File: src/rtl/cmu_pkg.sv
package cmu_pkg;
  typedef enum logic [2:0] {
    SEL_CTRL      = 3'd0,
    SEL_LINE_INV  = 3'd1,
    SEL_LINE_FLSH = 3'd2,
    SEL_ALL_INV   = 3'd3,
    SEL_ALL_FLSH  = 3'd4
  } reg_sel_e;

  typedef enum logic [1:0] {
    ST_IDLE,
    ST_CHECK,
    ST_WB
  } eng_state_e;

  localparam int CTRL_DIS   = 0;
  localparam int CTRL_IMODE = 1;
  localparam int CTRL_PEND  = 2;
endpackage

File: src/rtl/cmu_addr_split.sv
module cmu_addr_split #(
  parameter int ADDR_W  = 32,
  parameter int OFF_W   = 5,
  parameter int IDX_W   = 4,
  parameter int ALIAS_W = 1,
  localparam int PIDX_W = IDX_W - ALIAS_W,
  localparam int TAG_W  = ADDR_W - OFF_W - PIDX_W
) (
  input  logic [ADDR_W-1:0] addr_i,
  output logic [IDX_W-1:0]  idx_o,
  output logic [TAG_W-1:0]  tag_o
);
  // alias bits ride in the line-offset field and become the top index bits
  assign idx_o = {addr_i[ALIAS_W-1:0], addr_i[OFF_W+PIDX_W-1:OFF_W]};
  assign tag_o = addr_i[ADDR_W-1:OFF_W+PIDX_W];

  logic unused_offset;
  assign unused_offset = ^addr_i[OFF_W-1:ALIAS_W];
endmodule

File: src/rtl/cmu_tag_array.sv
module cmu_tag_array #(
  parameter int IDX_W = 4,
  parameter int TAG_W = 24,
  localparam int SETS = 1 << IDX_W
) (
  input  logic             clk_i,
  input  logic             rst_ni,
  input  logic [IDX_W-1:0] rd_a_idx_i,
  output logic             rd_a_valid_o,
  output logic             rd_a_dirty_o,
  output logic [TAG_W-1:0] rd_a_tag_o,
  input  logic [IDX_W-1:0] rd_b_idx_i,
  output logic             rd_b_valid_o,
  output logic             rd_b_dirty_o,
  output logic [TAG_W-1:0] rd_b_tag_o,
  input  logic             wr_en_i,
  input  logic [IDX_W-1:0] wr_idx_i,
  input  logic             wr_valid_i,
  input  logic             wr_dirty_i,
  input  logic [TAG_W-1:0] wr_tag_i
);
  logic             valid_q [SETS];
  logic             dirty_q [SETS];
  logic [TAG_W-1:0] tag_q   [SETS];

  for (genvar g = 0; g < SETS; g++) begin : g_set
    logic hit_wr;
    assign hit_wr = wr_en_i && (wr_idx_i == IDX_W'(g));
    always_ff @(posedge clk_i or negedge rst_ni) begin
      if (!rst_ni) begin
        valid_q[g] <= 1'b0;
        dirty_q[g] <= 1'b0;
        tag_q[g]   <= '0;
      end else if (hit_wr) begin
        valid_q[g] <= wr_valid_i;
        dirty_q[g] <= wr_dirty_i;
        tag_q[g]   <= wr_tag_i;
      end
    end
  end

  assign rd_a_valid_o = valid_q[rd_a_idx_i];
  assign rd_a_dirty_o = dirty_q[rd_a_idx_i];
  assign rd_a_tag_o   = tag_q[rd_a_idx_i];
  assign rd_b_valid_o = valid_q[rd_b_idx_i];
  assign rd_b_dirty_o = dirty_q[rd_b_idx_i];
  assign rd_b_tag_o   = tag_q[rd_b_idx_i];
endmodule

File: src/rtl/cmu_engine.sv
module cmu_engine
  import cmu_pkg::*;
#(
  parameter int ADDR_W = 32,
  parameter int OFF_W  = 5,
  parameter int IDX_W  = 4,
  parameter int PIDX_W = 3,
  localparam int TAG_W = ADDR_W - OFF_W - PIDX_W
) (
  input  logic              clk_i,
  input  logic              rst_ni,
  input  logic              start_i,
  input  logic              all_i,
  input  logic              kill_i,
  input  logic              wb_i,
  input  logic [IDX_W-1:0]  idx_i,
  input  logic [TAG_W-1:0]  tag_i,
  output logic [IDX_W-1:0]  arr_idx_o,
  input  logic              arr_valid_i,
  input  logic              arr_dirty_i,
  input  logic [TAG_W-1:0]  arr_tag_i,
  output logic              wr_en_o,
  output logic              wr_valid_o,
  output logic              wr_dirty_o,
  output logic              wb_req_o,
  output logic [ADDR_W-1:0] wb_addr_o,
  input  logic              wb_ack_i,
  output logic              idle_o,
  output logic              flushing_o
);
  eng_state_e       state_q, state_d;
  logic [IDX_W-1:0] ptr_q, ptr_d;
  logic [TAG_W-1:0] tag_q;
  logic             all_q, kill_q, wb_q;
  logic             hit, advance;

  assign hit = arr_valid_i && (all_q || (arr_tag_i == tag_q));

  always_comb begin
    state_d    = state_q;
    ptr_d      = ptr_q;
    wr_en_o    = 1'b0;
    wr_valid_o = arr_valid_i;
    wr_dirty_o = arr_dirty_i;
    advance    = 1'b0;
    unique case (state_q)
      ST_IDLE: begin
        if (start_i) begin
          state_d = ST_CHECK;
          ptr_d   = all_i ? '0 : idx_i;
        end
      end
      ST_CHECK: begin
        if (!hit) begin
          advance = 1'b1;
        end else if (wb_q && arr_dirty_i) begin
          state_d = ST_WB;
        end else begin
          if (kill_q) begin
            wr_en_o    = 1'b1;
            wr_valid_o = 1'b0;
            wr_dirty_o = 1'b0;
          end
          advance = 1'b1;
        end
      end
      ST_WB: begin
        if (wb_ack_i) begin
          wr_en_o    = 1'b1;
          wr_valid_o = !kill_q;
          wr_dirty_o = 1'b0;
          advance    = 1'b1;
        end
      end
      default: state_d = ST_IDLE;
    endcase
    if (advance) begin
      if (all_q && (ptr_q != '1)) begin
        ptr_d   = ptr_q + IDX_W'(1);
        state_d = ST_CHECK;
      end else begin
        state_d = ST_IDLE;
      end
    end
  end

  always_ff @(posedge clk_i or negedge rst_ni) begin
    if (!rst_ni) begin
      state_q <= ST_IDLE;
      ptr_q   <= '0;
      tag_q   <= '0;
      all_q   <= 1'b0;
      kill_q  <= 1'b0;
      wb_q    <= 1'b0;
    end else begin
      state_q <= state_d;
      ptr_q   <= ptr_d;
      if (state_q == ST_IDLE && start_i) begin
        tag_q  <= tag_i;
        all_q  <= all_i;
        kill_q <= kill_i;
        wb_q   <= wb_i;
      end
    end
  end

  assign arr_idx_o  = ptr_q;
  assign wb_req_o   = (state_q == ST_WB);
  assign wb_addr_o  = {arr_tag_i, ptr_q[PIDX_W-1:0], {OFF_W{1'b0}}};
  assign idle_o     = (state_q == ST_IDLE);
  assign flushing_o = !idle_o && wb_q;

  AST_WB_HOLD: assert property (@(posedge clk_i) disable iff (!rst_ni)
    wb_req_o && !wb_ack_i |=> wb_req_o && $stable(wb_addr_o));
  AST_MISS_QUICK: assert property (@(posedge clk_i) disable iff (!rst_ni)
    (state_q == ST_CHECK) && !hit && !all_q |=> idle_o);
  AST_WB_DIRTY_LINE: assert property (@(posedge clk_i) disable iff (!rst_ni)
    wb_req_o |-> arr_valid_i && arr_dirty_i);
  AST_FLUSH_KEEPS: assert property (@(posedge clk_i) disable iff (!rst_ni)
    wr_en_o && !kill_q |-> wr_valid_o && !wr_dirty_o);
endmodule

File: src/rtl/l1_maint_unit.sv
module l1_maint_unit
  import cmu_pkg::*;
#(
  parameter int ADDR_W  = 32,
  parameter int OFF_W   = 5,
  parameter int IDX_W   = 4,
  parameter int ALIAS_W = 1,
  localparam int PIDX_W = IDX_W - ALIAS_W,
  localparam int TAG_W  = ADDR_W - OFF_W - PIDX_W
) (
  input  logic              clk_i,
  input  logic              rst_ni,
  input  logic              reg_wr_i,
  input  logic [2:0]        reg_sel_i,
  input  logic [ADDR_W-1:0] reg_wdata_i,
  output logic              reg_ready_o,
  output logic [2:0]        ctrl_rdata_o,
  input  logic              fill_i,
  input  logic [ADDR_W-1:0] fill_addr_i,
  input  logic              fill_dirty_i,
  input  logic [ADDR_W-1:0] look_addr_i,
  output logic              look_hit_o,
  output logic              look_dirty_o,
  output logic              wb_req_o,
  output logic [ADDR_W-1:0] wb_addr_o,
  input  logic              wb_ack_i
);
  reg_sel_e         sel;
  logic             idle, flushing, accept, ctrl_we, start, is_all, is_inv;
  logic             dis_q, imode_q;
  logic [IDX_W-1:0] cmd_idx, fill_idx, look_idx, eng_idx, wr_idx;
  logic [TAG_W-1:0] cmd_tag, fill_tag, look_tag, a_tag, b_tag, wr_tag;
  logic             a_valid, a_dirty, b_valid, b_dirty;
  logic             eng_wr, eng_v, eng_d, fill_we, wr_en, wr_valid, wr_dirty;

  assign sel     = reg_sel_e'(reg_sel_i);
  assign accept  = reg_wr_i && idle;
  assign ctrl_we = accept && (sel == SEL_CTRL);
  assign is_all  = (sel == SEL_ALL_INV) || (sel == SEL_ALL_FLSH);
  assign is_inv  = (sel == SEL_LINE_INV) || (sel == SEL_ALL_INV);
  assign start   = accept && ((sel == SEL_LINE_INV) || (sel == SEL_LINE_FLSH) ||
                              (is_all && reg_wdata_i[0]));

  always_ff @(posedge clk_i or negedge rst_ni) begin
    if (!rst_ni) begin
      dis_q   <= 1'b0;
      imode_q <= 1'b0;
    end else if (ctrl_we) begin
      dis_q   <= reg_wdata_i[CTRL_DIS];
      imode_q <= reg_wdata_i[CTRL_IMODE];
    end
  end

  cmu_addr_split #(.ADDR_W(ADDR_W), .OFF_W(OFF_W), .IDX_W(IDX_W), .ALIAS_W(ALIAS_W))
    u_cmd_split (.addr_i(reg_wdata_i), .idx_o(cmd_idx), .tag_o(cmd_tag));
  cmu_addr_split #(.ADDR_W(ADDR_W), .OFF_W(OFF_W), .IDX_W(IDX_W), .ALIAS_W(ALIAS_W))
    u_fill_split (.addr_i(fill_addr_i), .idx_o(fill_idx), .tag_o(fill_tag));
  cmu_addr_split #(.ADDR_W(ADDR_W), .OFF_W(OFF_W), .IDX_W(IDX_W), .ALIAS_W(ALIAS_W))
    u_look_split (.addr_i(look_addr_i), .idx_o(look_idx), .tag_o(look_tag));

  cmu_engine #(.ADDR_W(ADDR_W), .OFF_W(OFF_W), .IDX_W(IDX_W), .PIDX_W(PIDX_W)) u_engine (
    .clk_i      (clk_i),
    .rst_ni     (rst_ni),
    .start_i    (start),
    .all_i      (is_all),
    .kill_i     (is_inv),
    .wb_i       (!is_inv || imode_q),
    .idx_i      (cmd_idx),
    .tag_i      (cmd_tag),
    .arr_idx_o  (eng_idx),
    .arr_valid_i(a_valid),
    .arr_dirty_i(a_dirty),
    .arr_tag_i  (a_tag),
    .wr_en_o    (eng_wr),
    .wr_valid_o (eng_v),
    .wr_dirty_o (eng_d),
    .wb_req_o   (wb_req_o),
    .wb_addr_o  (wb_addr_o),
    .wb_ack_i   (wb_ack_i),
    .idle_o     (idle),
    .flushing_o (flushing)
  );

  assign fill_we  = fill_i && idle;
  assign wr_en    = eng_wr || fill_we;
  assign wr_idx   = eng_wr ? eng_idx : fill_idx;
  assign wr_valid = eng_wr ? eng_v : 1'b1;
  assign wr_dirty = eng_wr ? eng_d : fill_dirty_i;
  assign wr_tag   = eng_wr ? a_tag : fill_tag;

  cmu_tag_array #(.IDX_W(IDX_W), .TAG_W(TAG_W)) u_array (
    .clk_i       (clk_i),
    .rst_ni      (rst_ni),
    .rd_a_idx_i  (eng_idx),
    .rd_a_valid_o(a_valid),
    .rd_a_dirty_o(a_dirty),
    .rd_a_tag_o  (a_tag),
    .rd_b_idx_i  (look_idx),
    .rd_b_valid_o(b_valid),
    .rd_b_dirty_o(b_dirty),
    .rd_b_tag_o  (b_tag),
    .wr_en_i     (wr_en),
    .wr_idx_i    (wr_idx),
    .wr_valid_i  (wr_valid),
    .wr_dirty_i  (wr_dirty),
    .wr_tag_i    (wr_tag)
  );

  assign look_hit_o   = !dis_q && b_valid && (b_tag == look_tag);
  assign look_dirty_o = look_hit_o && b_dirty;
  assign reg_ready_o  = idle;
  assign ctrl_rdata_o = {flushing, imode_q, dis_q};

  AST_PEND_COVERS_WB: assert property (@(posedge clk_i) disable iff (!rst_ni)
    wb_req_o |-> ctrl_rdata_o[CTRL_PEND]);
  AST_CTRL_FROZEN: assert property (@(posedge clk_i) disable iff (!rst_ni)
    !reg_ready_o |=> $stable(dis_q) && $stable(imode_q));
  AST_FILL_WHEN_IDLE: assert property (@(posedge clk_i) disable iff (!rst_ni)
    fill_i |-> reg_ready_o);
  AST_DIS_NO_HIT: assert property (@(posedge clk_i) disable iff (!rst_ni)
    dis_q |-> !look_hit_o);
endmodule

File: config.mk
export PLATFORM = sky130hd
export DESIGN_NAME = l1_maint_unit
export DESIGN_NICKNAME = d
export VERILOG_FILES = /design/src/rtl/cmu_pkg.sv /design/src/rtl/cmu_addr_split.sv /design/src/rtl/cmu_tag_array.sv /design/src/rtl/cmu_engine.sv /design/src/rtl/l1_maint_unit.sv
export SDC_FILE = /design/constraint.sdc
export NUM_CORES = 1
export LEC_CHECK = 0
export BUFFER_PORTS_ARGS = -buffer_cell sky130_fd_sc_hd__buf_2
export CAP_MARGIN = 20
export CORE_ASPECT_RATIO = 2
export CORE_MARGIN = 4
export CORE_UTILIZATION = 35
export CTS_CLUSTER_SIZE = 8
export DETAILED_ROUTE_END_ITERATION = 16
export SKIP_LAST_GASP = 1
export SLEW_MARGIN = 30
export SYNTH_ARGS = -nofsm -noshare
export SYNTH_HDL_FRONTEND = slang
export SYNTH_SLANG_ARGS = --single-unit
File: constraint.sdc
create_clock -name clk_i -period 5.5 [get_ports clk_i]
set_clock_uncertainty 0.2 [all_clocks]
set_input_delay 0.825 -clock clk_i [delete_from_list [all_inputs] [get_ports clk_i]]
set_output_delay 0.825 -clock clk_i [all_outputs]
set_load 0.005 [all_outputs]
==> out/summary.txt <==
===============================================================================================
Final Net Count                                                                           2,093
Number of cells produced by synthesis                                                     1,777
Final critical-path setup slack                                                        0.186 ns
Max stage delay cell, worst path                                                   sky130_fd_sc_hd__dfrtp_4
Top flip-flop cell by instance count after synthesis                               sky130_fd_sc_hd__dfrtp_1
Maximum count of clock buffers along a single path                                            3
Final WL                                                                                85.8 mm
Fraction of registers with async set/reset                                                 1.00
Number of sinks driven by the clock tree                                                    451
Arrival time of the worst setup path                                                    5.60 ns
Pin count of the biggest net entering global routing                                         95
Layout overhead on the synthesized area                                                   17.7%
Starting density of the core                                                              0.354
Number of diodes added for antenna fixing                                                     0
TritonCTS buffer count                                                                       66
Wire length of the first global-routing pass                                             127 mm
Delay contributed by the slowest stage of the critical path                             0.95 ns
Biggest area contributors in the synthesized netlist                               sky130_fd_sc_hd__dfrtp_1 44%, sky130_fd_sc_hd__mux4_2 18%, sky130_fd_sc_hd__mux2_2 12%
Routability-driven placement congestion ratio                                             0.887
Detailed-placement wirelength estimate                                                  62.0 mm
Full die area                                                                      78,300 sq um
Vias                                                                                     17,253
Proportion of layout cells with a drive suffix above 1                                    0.450
Number of port buffers                                                                      127
Failing checks                                                                     negative hold slack
Xor/xnor cell area share of the yosys netlist                                            0.0180
Result of the run                                                                  complete, but fails checks
Ordered list of cells on the worst path                                            buf_4, mux4_2, mux2i_1, xnor2_1, nor3_1, nand4_1, buf_4, a221oi_2, buf_4, a41oi_2, o21ai_4, buf_12, buf_4, mux2_4, buf_12, mux2_1
Count of unique library cells instantiated by Yosys                                          62
Number of max-cap violations                                                                  0
Core Footprint                                                                     72,900 sq um
VDD IR-drop max                                                                        0.215 mV
Initial DRT Pass Iterations                                                                   5
Clock input transition at the sequential cells of the worst setup and hold paths        0.06 ns
Width of the chip                                                                        200 um
Type of origin of the critical path                                                    register
Post-route ant nets                                                                           0
Synthesis-stage register bit count                                                          451
Via count of the first global-routing pass                                               18,965
Number of flops mapped to enable cells by yosys                                               0
Cell seen most often among critical-path stages                                    sky130_fd_sc_hd__buf_4
Worst setup slack after placement                                                      0.218 ns
Number of setup buffers added after CTS                                                       0
Final hold violation count                                                                   13
Normalized max-slew margin                                                                0.415
Area of the mapped netlist                                                         25,800 sq um
Average cell area after synthesis                                                    14.5 sq um
Type of the worst setup path                                                       register to register
TritonCTS clock tree                                                                       done
Complex-gate fraction of the synthesized area                                            0.0351
Total congestion overflow after global routing                                                0
Dominant combinational cell family by area after synthesis                         multiplexers
Transition time at the pin with the least slew margin                                  0.878 ns
Antenna violations before repair                                                              2
Class of the tightest hold or removal check                                        primary input to async pin
CTS H-Tree Depth                                                                              3
P per Cell Area                                                                     590 nW/um^2
Count of final setup violators                                                                0
Number of max-slew violations in the final report                                             0
Fmax achieved                                                                         0.188 GHz
RSZ-0062 raised after global routing                                                      false
Library cell occupying the most area in the post-synthesis netlist                 sky130_fd_sc_hd__dfrtp_1
WHS                                                                                  -0.0154 ns
Number of top-level pins                                                                    144
Crit path max fanout                                                                         49
Share of the yosys chip area belonging to registers                                       0.438
Die span in y                                                                            392 um
Row Count                                                                                   140
Simple-gate portion of the synthesized area                                              0.0394
Post-route minimum period                                                               5.31 ns
All-Layer GR Usage                                                                        0.221
Synth top area share                                                                      0.438
Setup TNS after final layout                                                               0 ns
Mux contribution to synthesized area                                                      0.426
Data required, critical path                                                            5.79 ns
Warnings from Yosys                                                                           0
Number of vias per cell after detailed routing                                             5.92
Buffer cell driving the clock tree root                                            sky130_fd_sc_hd__clkbuf_16
Worst Setup End Kind                                                                   register
Remaining DRCs                                                                                0
Period utilization                                                                        0.966
Average wire length per cell after detail routing                                       29.5 um
LEAKAGE                                                                                 12.7 nW
1st-iter DRT viols                                                                        1,179
Worst skew pair latency                                                                 0.62 ns
Share of synthesized cell area in full adder, half adder and majority cells             0.00243
===============================================================================================
[final cells by class]
cell class | count | area, sq um
Fill cell | 6685 | 42500
Multi-Input combinational cell | 1168 | 13500
Sequential cell | 451 | 11300
Timing Repair Buffer | 286 | 2590
Clock buffer | 70 | 1710
Tap cell | 923 | 1150
Clock inverter | 6 | 70.1
Inverter | 10 | 37.5
[critical path: cells and delay by family, from the launching register on]
kind / cells / cell delay, ns
XOR/XNOR: 1 / 0.13
flip-flops: 1 / 0.95
multiplexers: 4 / 1.31
AND/OR/NAND/NOR: 2 / 0.53
AO/OA/AOI/OAI: 3 / 0.71
buffers and inverters: 6 / 1.22
[where the power goes]
| part | switching (mW) | internal (mW) | leakage (nW) | total [mW] |
|---|---|---|---|---|
| Combinational | 3.63 | 4.14 | 6.21 | 7.77 |
| Clock | 1.52 | 2.19 | 0.871 | 3.71 |
| Sequential | 1.47 | 4.93 | 5.59 | 6.40 |
| Total | 6.62 | 11.3 | 12.7 | 17.9 |
[synth_stat cells (7+ instances only)]
cell and count:
sky130_fd_sc_hd__nor2b_1 12, sky130_fd_sc_hd__nand4_1 7, sky130_fd_sc_hd__buf_6 25, sky130_fd_sc_hd__clkbuf_1 34, sky130_fd_sc_hd__nor4_1 7, sky130_fd_sc_hd__mux2i_1 81
sky130_fd_sc_hd__and2_1 8, sky130_fd_sc_hd__mux2_4 16, sky130_fd_sc_hd__nand3_1 14, sky130_fd_sc_hd__nand2_1 50, sky130_fd_sc_hd__dfrtp_1 451, sky130_fd_sc_hd__a21oi_1 12
sky130_fd_sc_hd__buf_1 16, sky130_fd_sc_hd__a211oi_1 10, sky130_fd_sc_hd__a22oi_1 24, sky130_fd_sc_hd__o22ai_1 10, sky130_fd_sc_hd__buf_2 40, sky130_fd_sc_hd__xor2_1 26
sky130_fd_sc_hd__mux4_2 205, sky130_fd_sc_hd__o221a_2 16, sky130_fd_sc_hd__inv_1 7, sky130_fd_sc_hd__o21ai_0 14, sky130_fd_sc_hd__buf_4 31, sky130_fd_sc_hd__mux2_2 282
sky130_fd_sc_hd__nor2_1 69, sky130_fd_sc_hd__xnor2_1 27, sky130_fd_sc_hd__nor3_1 17, sky130_fd_sc_hd__mux2_1 190
[final timing paths]
kind / slack, ns / to / cells past startpoint / start
max: 0.19 / u_array.tag_q[340] / 16 / u_engine.arr_idx_o[2]
min reg2reg: 0.30 / u_array.tag_q[255] / 1 / u_array.tag_q[255]
max in group asynchronous: 3.94 / u_array.tag_q[229] / 2 / rst_ni
min: -0.02 / u_engine.tag_q[13] / 1 / rst_ni
max reg2reg: 0.19 / u_array.tag_q[340] / 16 / u_engine.arr_idx_o[2]
min in group clk_i: 0.24 / u_engine.tag_q[17] / 2 / reg_wdata_i[25]
[metrics by stage]
| stage | util | total power [mW] | std cells | hold WS, ns | cell area [sq um] |
|---|---|---|---|---|---|
| 6_report | 0.416 | 17.9 | 2914 | -0.0154 | 30300 |
| 5_1_grt | 0.416 | 18.8 | 2914 | 0.0236 | 30300 |
| 4_1_cts | 0.416 | 18.0 | 2914 | 0.00930 | 30300 |
| 3_5_place_dp | 0.392 | 14.2 | 2838 | 0.291 | 28500 |
| 3_3_place_gp | 0.392 | 13.9 | 2838 | 0.280 | 28500 |
| 2_1_floorplan | - | 11.2 | 1781 | 0.270 | 25800 |
[cell families (layout without fill, tap and decap cells)]
| family | count (synthesis) | count (layout) |
|---|---|---|
| AOI/OAI and AO/OA | 119 | 119 |
| xor gates and xnor gates | 53 | 53 |
| adders and majority gates | 5 | 5 |
| buffers and inverters | 162 | 372 |
| DFF | 451 | 451 |
| muxes | 774 | 774 |
| other | 1 | 5 |
| and+or+nand+nor | 212 | 212 |
[flip-flops by register name, indices dropped and copies added, names as in the netlist]
signal / flops
u_array.valid_q: 16
imode_q: 1
u_engine.arr_idx_o: 4
u_engine.all_q: 1
u_engine.kill_q: 1
u_array.tag_q: 384
u_engine.tag_q: 24
u_engine.state_q: 2
u_array.dirty_q: 16
dis_q: 1
u_engine.wb_q: 1
[cell usage in the layout (no fill, tap or decap), drive strengths merged, types with 6 or more instances in the layout]
master    n
buf     286
nand2    50
nor4      7
dfrtp   451
mux4    205
and2      8
a22oi    24
a211oi   10
o22ai    10
inv      13
nor2     69
nand4     7
xor2     26
mux2i    81
o221a    16
xnor2    27
clkbuf   70
nor2b    12
nand2b    6
a21oi    12
nand3    14
nor3     17
mux2    488
o21ai    16
a31oi     6
[layer usage]
layer / up-vias / wire (um) / track usage
met5: - / 27 / 0
met4: 4 / 5340 / 0.122
met3: 206 / 3600 / 0.0311
met2: 588 / 44100 / 0.382
met1: 9253 / 32700 / 0.262
li1: 7202 / - / -
[what timing repair did]
item,in CTS,in global routing
resized for setup,0,1
endpoints found under the setup margin,0,2
hold buffers,0,0
(Power assumes the default switching activity.)
